[src/rtl/tmr_pkg.sv]
package tmr_pkg;

  typedef enum logic [1:0] {
    TM_13BIT = 2'd0,
    TM_16BIT = 2'd1,
    TM_RELOAD = 2'd2,
    TM_SPLIT = 2'd3
  } tmr_mode_e;

  typedef struct packed {
    logic      gate;
    logic      ctr;
    tmr_mode_e mode;
  } tmr_cfg_t;

  typedef struct packed {
    logic       ovf;
    logic [7:0] hi;
    logic [7:0] lo;
  } tmr_step_t;

  // One count step of a unit in modes 0..2; mode 3 leaves the value unchanged.
  function automatic tmr_step_t tmr_step(tmr_mode_e m, logic [7:0] lo, logic [7:0] hi);
    tmr_step_t  r;
    logic [12:0] v13;
    logic [15:0] v16;
    r = '{ovf: 1'b0, hi: hi, lo: lo};
    case (m)
      TM_13BIT: begin
        v13   = {hi, lo[4:0]};
        r.ovf = &v13;
        v13   = v13 + 13'd1;
        r.hi  = v13[12:5];
        r.lo  = {lo[7:5], v13[4:0]};
      end
      TM_16BIT: begin
        v16   = {hi, lo};
        r.ovf = &v16;
        v16   = v16 + 16'd1;
        r.hi  = v16[15:8];
        r.lo  = v16[7:0];
      end
      TM_RELOAD: begin
        r.ovf = &lo;
        r.lo  = (&lo) ? hi : lo + 8'd1;
      end
      default: r.ovf = 1'b0;
    endcase
    return r;
  endfunction

endpackage

[src/rtl/tmr_prescale.sv]
module tmr_prescale #(
  parameter int DIV = 12
) (
  input  logic clk,
  input  logic rst_n,
  input  logic en,
  input  logic fast,
  output logic tick
);
  localparam int CW = (DIV > 1) ? $clog2(DIV) : 1;
  localparam logic [CW-1:0] LAST = CW'(DIV - 1);

  logic [CW-1:0] cnt_q;

  assign tick = en & (fast | (cnt_q == LAST));

  always_ff @(posedge clk or negedge rst_n) begin
    if (!rst_n) cnt_q <= '0;
    else if (!en) cnt_q <= '0;
    else if (cnt_q == LAST) cnt_q <= '0;
    else cnt_q <= cnt_q + CW'(1);
  end


  slow_tick_spacing_chk: assert property (@(posedge clk) disable iff (!rst_n)
    (!fast && tick) |=> (!tick || fast));

endmodule

[src/rtl/tmr_sync_edge.sv]
module tmr_sync_edge #(
  parameter int STAGES = 2
) (
  input  logic clk,
  input  logic rst_n,
  input  logic din,
  output logic fall
);
  logic [STAGES:0] sh_q;

  always_ff @(posedge clk or negedge rst_n) begin
    if (!rst_n) sh_q <= '1;
    else sh_q <= {sh_q[STAGES-1:0], din};
  end

  assign fall = sh_q[STAGES] & ~sh_q[STAGES-1];


  single_fall_chk: assert property (@(posedge clk) disable iff (!rst_n)
    fall |=> !fall);

endmodule

[src/rtl/dual_timer.sv]
module dual_timer #(
  parameter int DIV         = 12,
  parameter int SYNC_STAGES = 2
) (
  input  logic       clk,
  input  logic       rst_n,
  input  logic       wr_en,
  input  logic [2:0] addr,
  input  logic [7:0] wr_data,
  output logic [7:0] rd_data,
  input  logic [1:0] cnt_in,
  input  logic [1:0] gate_pin,
  input  logic [1:0] irq_ack,
  output logic [1:0] ovf_flag
);
  import tmr_pkg::*;

  localparam int NU = 2;

  logic [7:0] lo_q [NU];
  logic [7:0] hi_q [NU];
  logic [7:0] lo_n [NU];
  logic [7:0] hi_n [NU];
  tmr_cfg_t   cfg_q [NU];
  logic [NU-1:0] run_q, flag_q, fast_q;

  logic [NU-1:0] fall, tick, pre_en, cnt_en, evt, ovf_ev;
  logic          split, hold1, lo_adv_s, hi_adv_s, wr_ctrl;
  tmr_step_t     st [NU];

  assign split   = (cfg_q[0].mode == TM_SPLIT);
  assign hold1   = split | (cfg_q[1].mode == TM_SPLIT);
  assign wr_ctrl = wr_en && (addr == 3'd5);
  assign pre_en  = {run_q[1], run_q[0] | (split & run_q[1])};

  for (genvar u = 0; u < NU; u++) begin : g_unit
    tmr_sync_edge #(.STAGES(SYNC_STAGES)) u_sync (
      .clk(clk), .rst_n(rst_n), .din(cnt_in[u]), .fall(fall[u]));
    tmr_prescale #(.DIV(DIV)) u_pre (
      .clk(clk), .rst_n(rst_n), .en(pre_en[u]), .fast(fast_q[u]), .tick(tick[u]));
    assign cnt_en[u] = run_q[u] & (~cfg_q[u].gate | gate_pin[u]);
    assign evt[u]    = cnt_en[u] & (cfg_q[u].ctr ? fall[u] : tick[u]);
    assign st[u]     = tmr_step(cfg_q[u].mode, lo_q[u], hi_q[u]);
  end

  assign lo_adv_s = split & evt[0];
  assign hi_adv_s = split & run_q[1] & tick[0];

  always_comb begin
    lo_n[0] = lo_q[0];
    hi_n[0] = hi_q[0];
    lo_n[1] = lo_q[1];
    hi_n[1] = hi_q[1];
    ovf_ev  = '0;
    if (split) begin
      if (lo_adv_s) begin
        lo_n[0]   = lo_q[0] + 8'd1;
        ovf_ev[0] = &lo_q[0];
      end
      if (hi_adv_s) begin
        hi_n[0]   = hi_q[0] + 8'd1;
        ovf_ev[1] = &hi_q[0];
      end
    end else if (evt[0]) begin
      lo_n[0]   = st[0].lo;
      hi_n[0]   = st[0].hi;
      ovf_ev[0] = st[0].ovf;
    end
    if (!hold1 && evt[1]) begin
      lo_n[1]   = st[1].lo;
      hi_n[1]   = st[1].hi;
      ovf_ev[1] = st[1].ovf;
    end
  end

  always_ff @(posedge clk or negedge rst_n) begin
    if (!rst_n) begin
      for (int u = 0; u < NU; u++) begin
        lo_q[u]  <= '0;
        hi_q[u]  <= '0;
        cfg_q[u] <= '0;
      end
      run_q  <= '0;
      flag_q <= '0;
      fast_q <= '0;
    end else begin
      for (int u = 0; u < NU; u++) begin
        lo_q[u] <= (wr_en && addr == 3'(2*u))     ? wr_data : lo_n[u];
        hi_q[u] <= (wr_en && addr == 3'(2*u + 1)) ? wr_data : hi_n[u];
        if (wr_ctrl) begin
          run_q[u]  <= wr_data[4*u];
          flag_q[u] <= wr_data[4*u + 1];
          fast_q[u] <= wr_data[4*u + 2];
        end else if (ovf_ev[u]) begin
          flag_q[u] <= 1'b1;
        end else if (irq_ack[u]) begin
          flag_q[u] <= 1'b0;
        end
      end
      if (wr_en && addr == 3'd4) begin
        cfg_q[0] <= tmr_cfg_t'(wr_data[3:0]);
        cfg_q[1] <= tmr_cfg_t'(wr_data[7:4]);
      end
    end
  end

  always_comb begin
    case (addr)
      3'd0:    rd_data = lo_q[0];
      3'd1:    rd_data = hi_q[0];
      3'd2:    rd_data = lo_q[1];
      3'd3:    rd_data = hi_q[1];
      3'd4:    rd_data = {cfg_q[1], cfg_q[0]};
      3'd5:    rd_data = {1'b0, fast_q[1], flag_q[1], run_q[1], 1'b0, fast_q[0], flag_q[0], run_q[0]};
      default: rd_data = 8'h00;
    endcase
  end

  assign ovf_flag = flag_q;


  flag0_cause_chk: assert property (@(posedge clk) disable iff (!rst_n)
    $rose(flag_q[0]) |-> $past(ovf_ev[0] | wr_ctrl));


  flag1_cause_chk: assert property (@(posedge clk) disable iff (!rst_n)
    $rose(flag_q[1]) |-> $past(ovf_ev[1] | wr_ctrl));


  unit1_frozen_chk: assert property (@(posedge clk) disable iff (!rst_n)
    (hold1 && !(wr_en && (addr == 3'd2 || addr == 3'd3))) |=>
      ($stable(lo_q[1]) && $stable(hi_q[1])));


  ack_clear_chk: assert property (@(posedge clk) disable iff (!rst_n)
    (irq_ack[0] && !ovf_ev[0] && !wr_ctrl) |=> !flag_q[0]);


  reload_value_chk: assert property (@(posedge clk) disable iff (!rst_n)
    (ovf_ev[0] && cfg_q[0].mode == TM_RELOAD && !(wr_en && addr == 3'd0)) |=>
      (lo_q[0] == $past(hi_q[0])));

endmodule

[config.mk]
export PLATFORM = sky130hd
export DESIGN_NAME = dual_timer
export DESIGN_NICKNAME = d
export VERILOG_FILES = /design/src/rtl/tmr_pkg.sv /design/src/rtl/tmr_prescale.sv /design/src/rtl/tmr_sync_edge.sv /design/src/rtl/dual_timer.sv
export SDC_FILE = /design/constraint.sdc
export NUM_CORES = 1
export LEC_CHECK = 0
export BUFFER_PORTS_ARGS = -buffer_cell sky130_fd_sc_hd__buf_2
export CAP_MARGIN = 20
export CELL_PAD_IN_SITES_DETAIL_PLACEMENT = 2
export CELL_PAD_IN_SITES_GLOBAL_PLACEMENT = 2
export CORE_MARGIN = 5
export CORE_UTILIZATION = 25
export CTS_CLUSTER_DIAMETER = 150
export DETAILED_ROUTE_END_ITERATION = 8
export PLACE_DENSITY = 0.69
export REMOVE_ABC_BUFFERS = 1
export SLEW_MARGIN = 20
export SYNTH_ARGS = -nofsm -noshare
export SYNTH_HDL_FRONTEND = slang
export SYNTH_SLANG_ARGS = --single-unit
[constraint.sdc]
create_clock -name clk -period 2.3 [get_ports clk]
set_input_delay 0.46 -clock clk [delete_from_list [all_inputs] [get_ports clk]]
set_output_delay 0.46 -clock clk [all_outputs]
set_load 0.01 [all_outputs]
==> metrics.txt <==
run status=complete, no violations; synthesized area per cell=8.599 sq um; IO Pins=30; worst-skew pair later-pin latency=0.34 ns; number of rows created at floorplan=47; CTS Hold Buffers Added=0; mean routed wirelength per cell=22.12 um; total grt overflow=0; number of detailed-routing iterations run before antenna repair=4; Least-Margin Pin Slew=0.5557 ns; category of the critical setup timing path=flip-flop to flip-flop; Die X=138.4 um; Layout Area Growth over Synthesis=27.07%; Post-synth EDFFs=0; critical path required time=2.56 ns; Period minus WS final=2.227 ns; Leakage=2.180 nW; count of unique library cells instantiated by Yosys=60; Min Hold Slack=0.1206 ns; GRT Overall Usage=0.1812; CP endpoint kind=flip-flop; final net count=580; drt initial violations=137; floorplan die area=19140 sq um; total power divided by cell area=1030 nW/um^2; Detail Placement HPWL=12780 um; die height=138.4 um; cell area after technology mapping=4119 sq um; warning count from the yosys run=0; register bit total from synthesis=60; Max Clk Rate=449.1 MHz; GR Layer Usage met2=0.3147; period utilization=0.9681; core area=16350 sq um; number of I/O port buffers=29; Cells after Synth=479; vias=4098; critical path peak fanout=4; Clk Tree Root Cell=sky130_fd_sc_hd__clkbuf_16; first-pass GRT wire length=27210 um; GP Congestion=0.8316; CTS clock-pin slew for the worst setup and hold paths=0.06 ns; share of post-route cells with drive strength above 1=0.2359; met1 track utilization from global routing=0.2229; RSZ-0062 raised after global routing=false; worst hold path class=input port to asynchronous set/reset pin; number of sinks driven by the clock tree=60; number of endpoints with negative hold slack in the final report=0; Layout Skew=0.005933 ns; total wire length=17080 um; count of antenna-violating nets left after detailed routing=0; critical path data arrival time=2.49 ns; Max transition margin=0.6263; final routed DRC violation total=0; CTS tree=done; via count of the first global-routing pass=4759; detailed-route vias per instance=5.308; max-cap check violation count=0; most utilized layer in the global route result=met2; Post-Route Setup TNS=0 ns; highest ir drop seen on vdd=360.3 uV; number of antenna violations at the first check in global routing=0; cts bufs inserted=9; CTS max path bufs=2; count of pins over their slew limit=0; asr flop ratio synth=1.000; maximum number of pins on one net before global-route repair=61; setup-violating endpoint count in the final report=0; initial core utilization=0.2520; global-route track usage on met3=0.04420; portion of the post-synthesis area used by sequential elements=0.3663; CTS HTree Levels=3; Primary FF master, synth=sky130_fd_sc_hd__dfrtp_1; element type at the critical path start=flip-flop
[final timing paths]
check	start	to	slack, ns	depth (start not counted)
min in group clk	cnt_in[0]	g_unit[0].u_sync.sh_q[0]	0.22	1
worst min register to register	g_unit[1].u_sync.sh_q[0]	g_unit[1].u_sync.sh_q[1]	0.36	0
max in group asynchronous	rst_n	g_unit[1].u_sync.sh_q[1]	1.82	2
worst max-delay path	cfg_q[4]	hi_q[15]	0.07	8
worst min-delay path	rst_n	lo_q[6]	0.12	2
worst max register to register	cfg_q[4]	hi_q[15]	0.07	8
[per-stage QoR]
stage / area (sq um) / total power, W / util / std cells / setup WS (ns)
finish: 5234 / 0.005392 / 0.3201 / 772 / 0.07329
global route: 5231 / 0.005735 / 0.3200 / 771 / 0.002004
CTS: 5179 / 0.005411 / 0.3168 / 771 / 0.02830
detailed placement: 4832 / 0.003816 / 0.2956 / 754 / -0.01165
global placement: 4832 / 0.003689 / 0.2956 / 754 / 0.06752
floorplan: 4031 / 0.002816 / - / 456 / -0.4084
[cells in the mapped netlist, drive strengths merged, types with 11 or more instances]
cell / count / area, sq um
nor2: 44 / 165.2
a31oi: 11 / 68.82
clkbuf: 19 / 71.32
nand2: 42 / 157.7
ha: 14 / 175.2
mux2: 14 / 157.7
dfrtp: 54 / 1351
nor2b: 11 / 68.82
xor2: 11 / 96.34
mux2i: 13 / 130.1
nand3: 28 / 140.1
a21oi: 32 / 160.2
inv: 17 / 63.81
o21ai: 29 / 145.1
[sequential cells by signal, summed over array words and instances, names as in the netlist]
| name | cells |
|---|---|
| cfg_q | 8 |
| fast_q | 2 |
| g_unit.u_pre.cnt_q | 8 |
| g_unit.u_sync.sh_q | 6 |
| hi_q | 16 |
| lo_q | 16 |
| ovf_flag | 2 |
| run_q | 2 |
[worst max-delay path, stage by stage (launching register included)]
cell and delay, ns:
sky130_fd_sc_hd__dfrtp_2 0.42, sky130_fd_sc_hd__inv_1 0.09, sky130_fd_sc_hd__ha_1 0.34, sky130_fd_sc_hd__inv_1 0.18, sky130_fd_sc_hd__o22ai_1 0.13, sky130_fd_sc_hd__a21o_1 0.20, sky130_fd_sc_hd__or4b_4 0.53, sky130_fd_sc_hd__xor2_1 0.15
sky130_fd_sc_hd__o21ai_1 0.12
[logic make-up (layout without fill, tap and decap cells)]
logic type               Yosys count  after routing  synth area share
AO/OA/AOI/OAI                    127            127            0.1990
XOR/XNOR                          21             21           0.04465
adder cells (fa/ha/maj)           14             14           0.04253
buffers and inverters             40            112           0.03675
flip-flops                        60             60            0.3663
multiplexers                      28             28           0.07533
other                              0              1                 0
AND/OR/NAND/NOR                  189            189            0.2354
[final cells by class]
class                   instances  area, sq um
multi-input cells             379         2520
fillers                      1875        11110
repair buffers                 79        535.5
clock buffers                  10        239.0
inverters                      17        63.81
diodes                          1        2.502
clock inverters                 6        87.58
well taps                     220        275.3
flip-flops and latches         60         1510
[cells in the final DEF, fill, tap and decap left out, types with 12 or more instances in the layout]
cell                      count
sky130_fd_sc_hd__nand3_1     28
sky130_fd_sc_hd__buf_2       28
sky130_fd_sc_hd__nand2_1     42
sky130_fd_sc_hd__buf_4       49
sky130_fd_sc_hd__mux2_2      14
sky130_fd_sc_hd__ha_1        12
sky130_fd_sc_hd__o21ai_0     27
sky130_fd_sc_hd__inv_1       16
sky130_fd_sc_hd__a21oi_1     32
sky130_fd_sc_hd__nor2_1      44
sky130_fd_sc_hd__mux2i_1     13
sky130_fd_sc_hd__dfrtp_1     53
[power breakdown]
part           switching [W]  leakage (nW)  internal (W)
combinational        0.00117          1.31      0.000916
sequential          0.000459         0.717       0.00134
clock               0.000537         0.151      0.000976
[routing by layer]
layer | part of all wire | vias to the layer above
met1 | 0.44 | 2135
met3 | 0.035 | 11
met5 | 0 | -
met2 | 0.51 | 65
met4 | 0.011 | 0
li1 | - | 1887
[timing repair]
| action | in CTS | in global routing |
|---|---|---|
| endpoints found under the setup margin | 3 | 12 |
| buffers inserted | 1 | 0 |
| gates cloned | 0 | 0 |
| pin swaps | 0 | 1 |
| resized for setup | 2 | 12 |
Note: power is estimated with default switching activity, not from simulation.
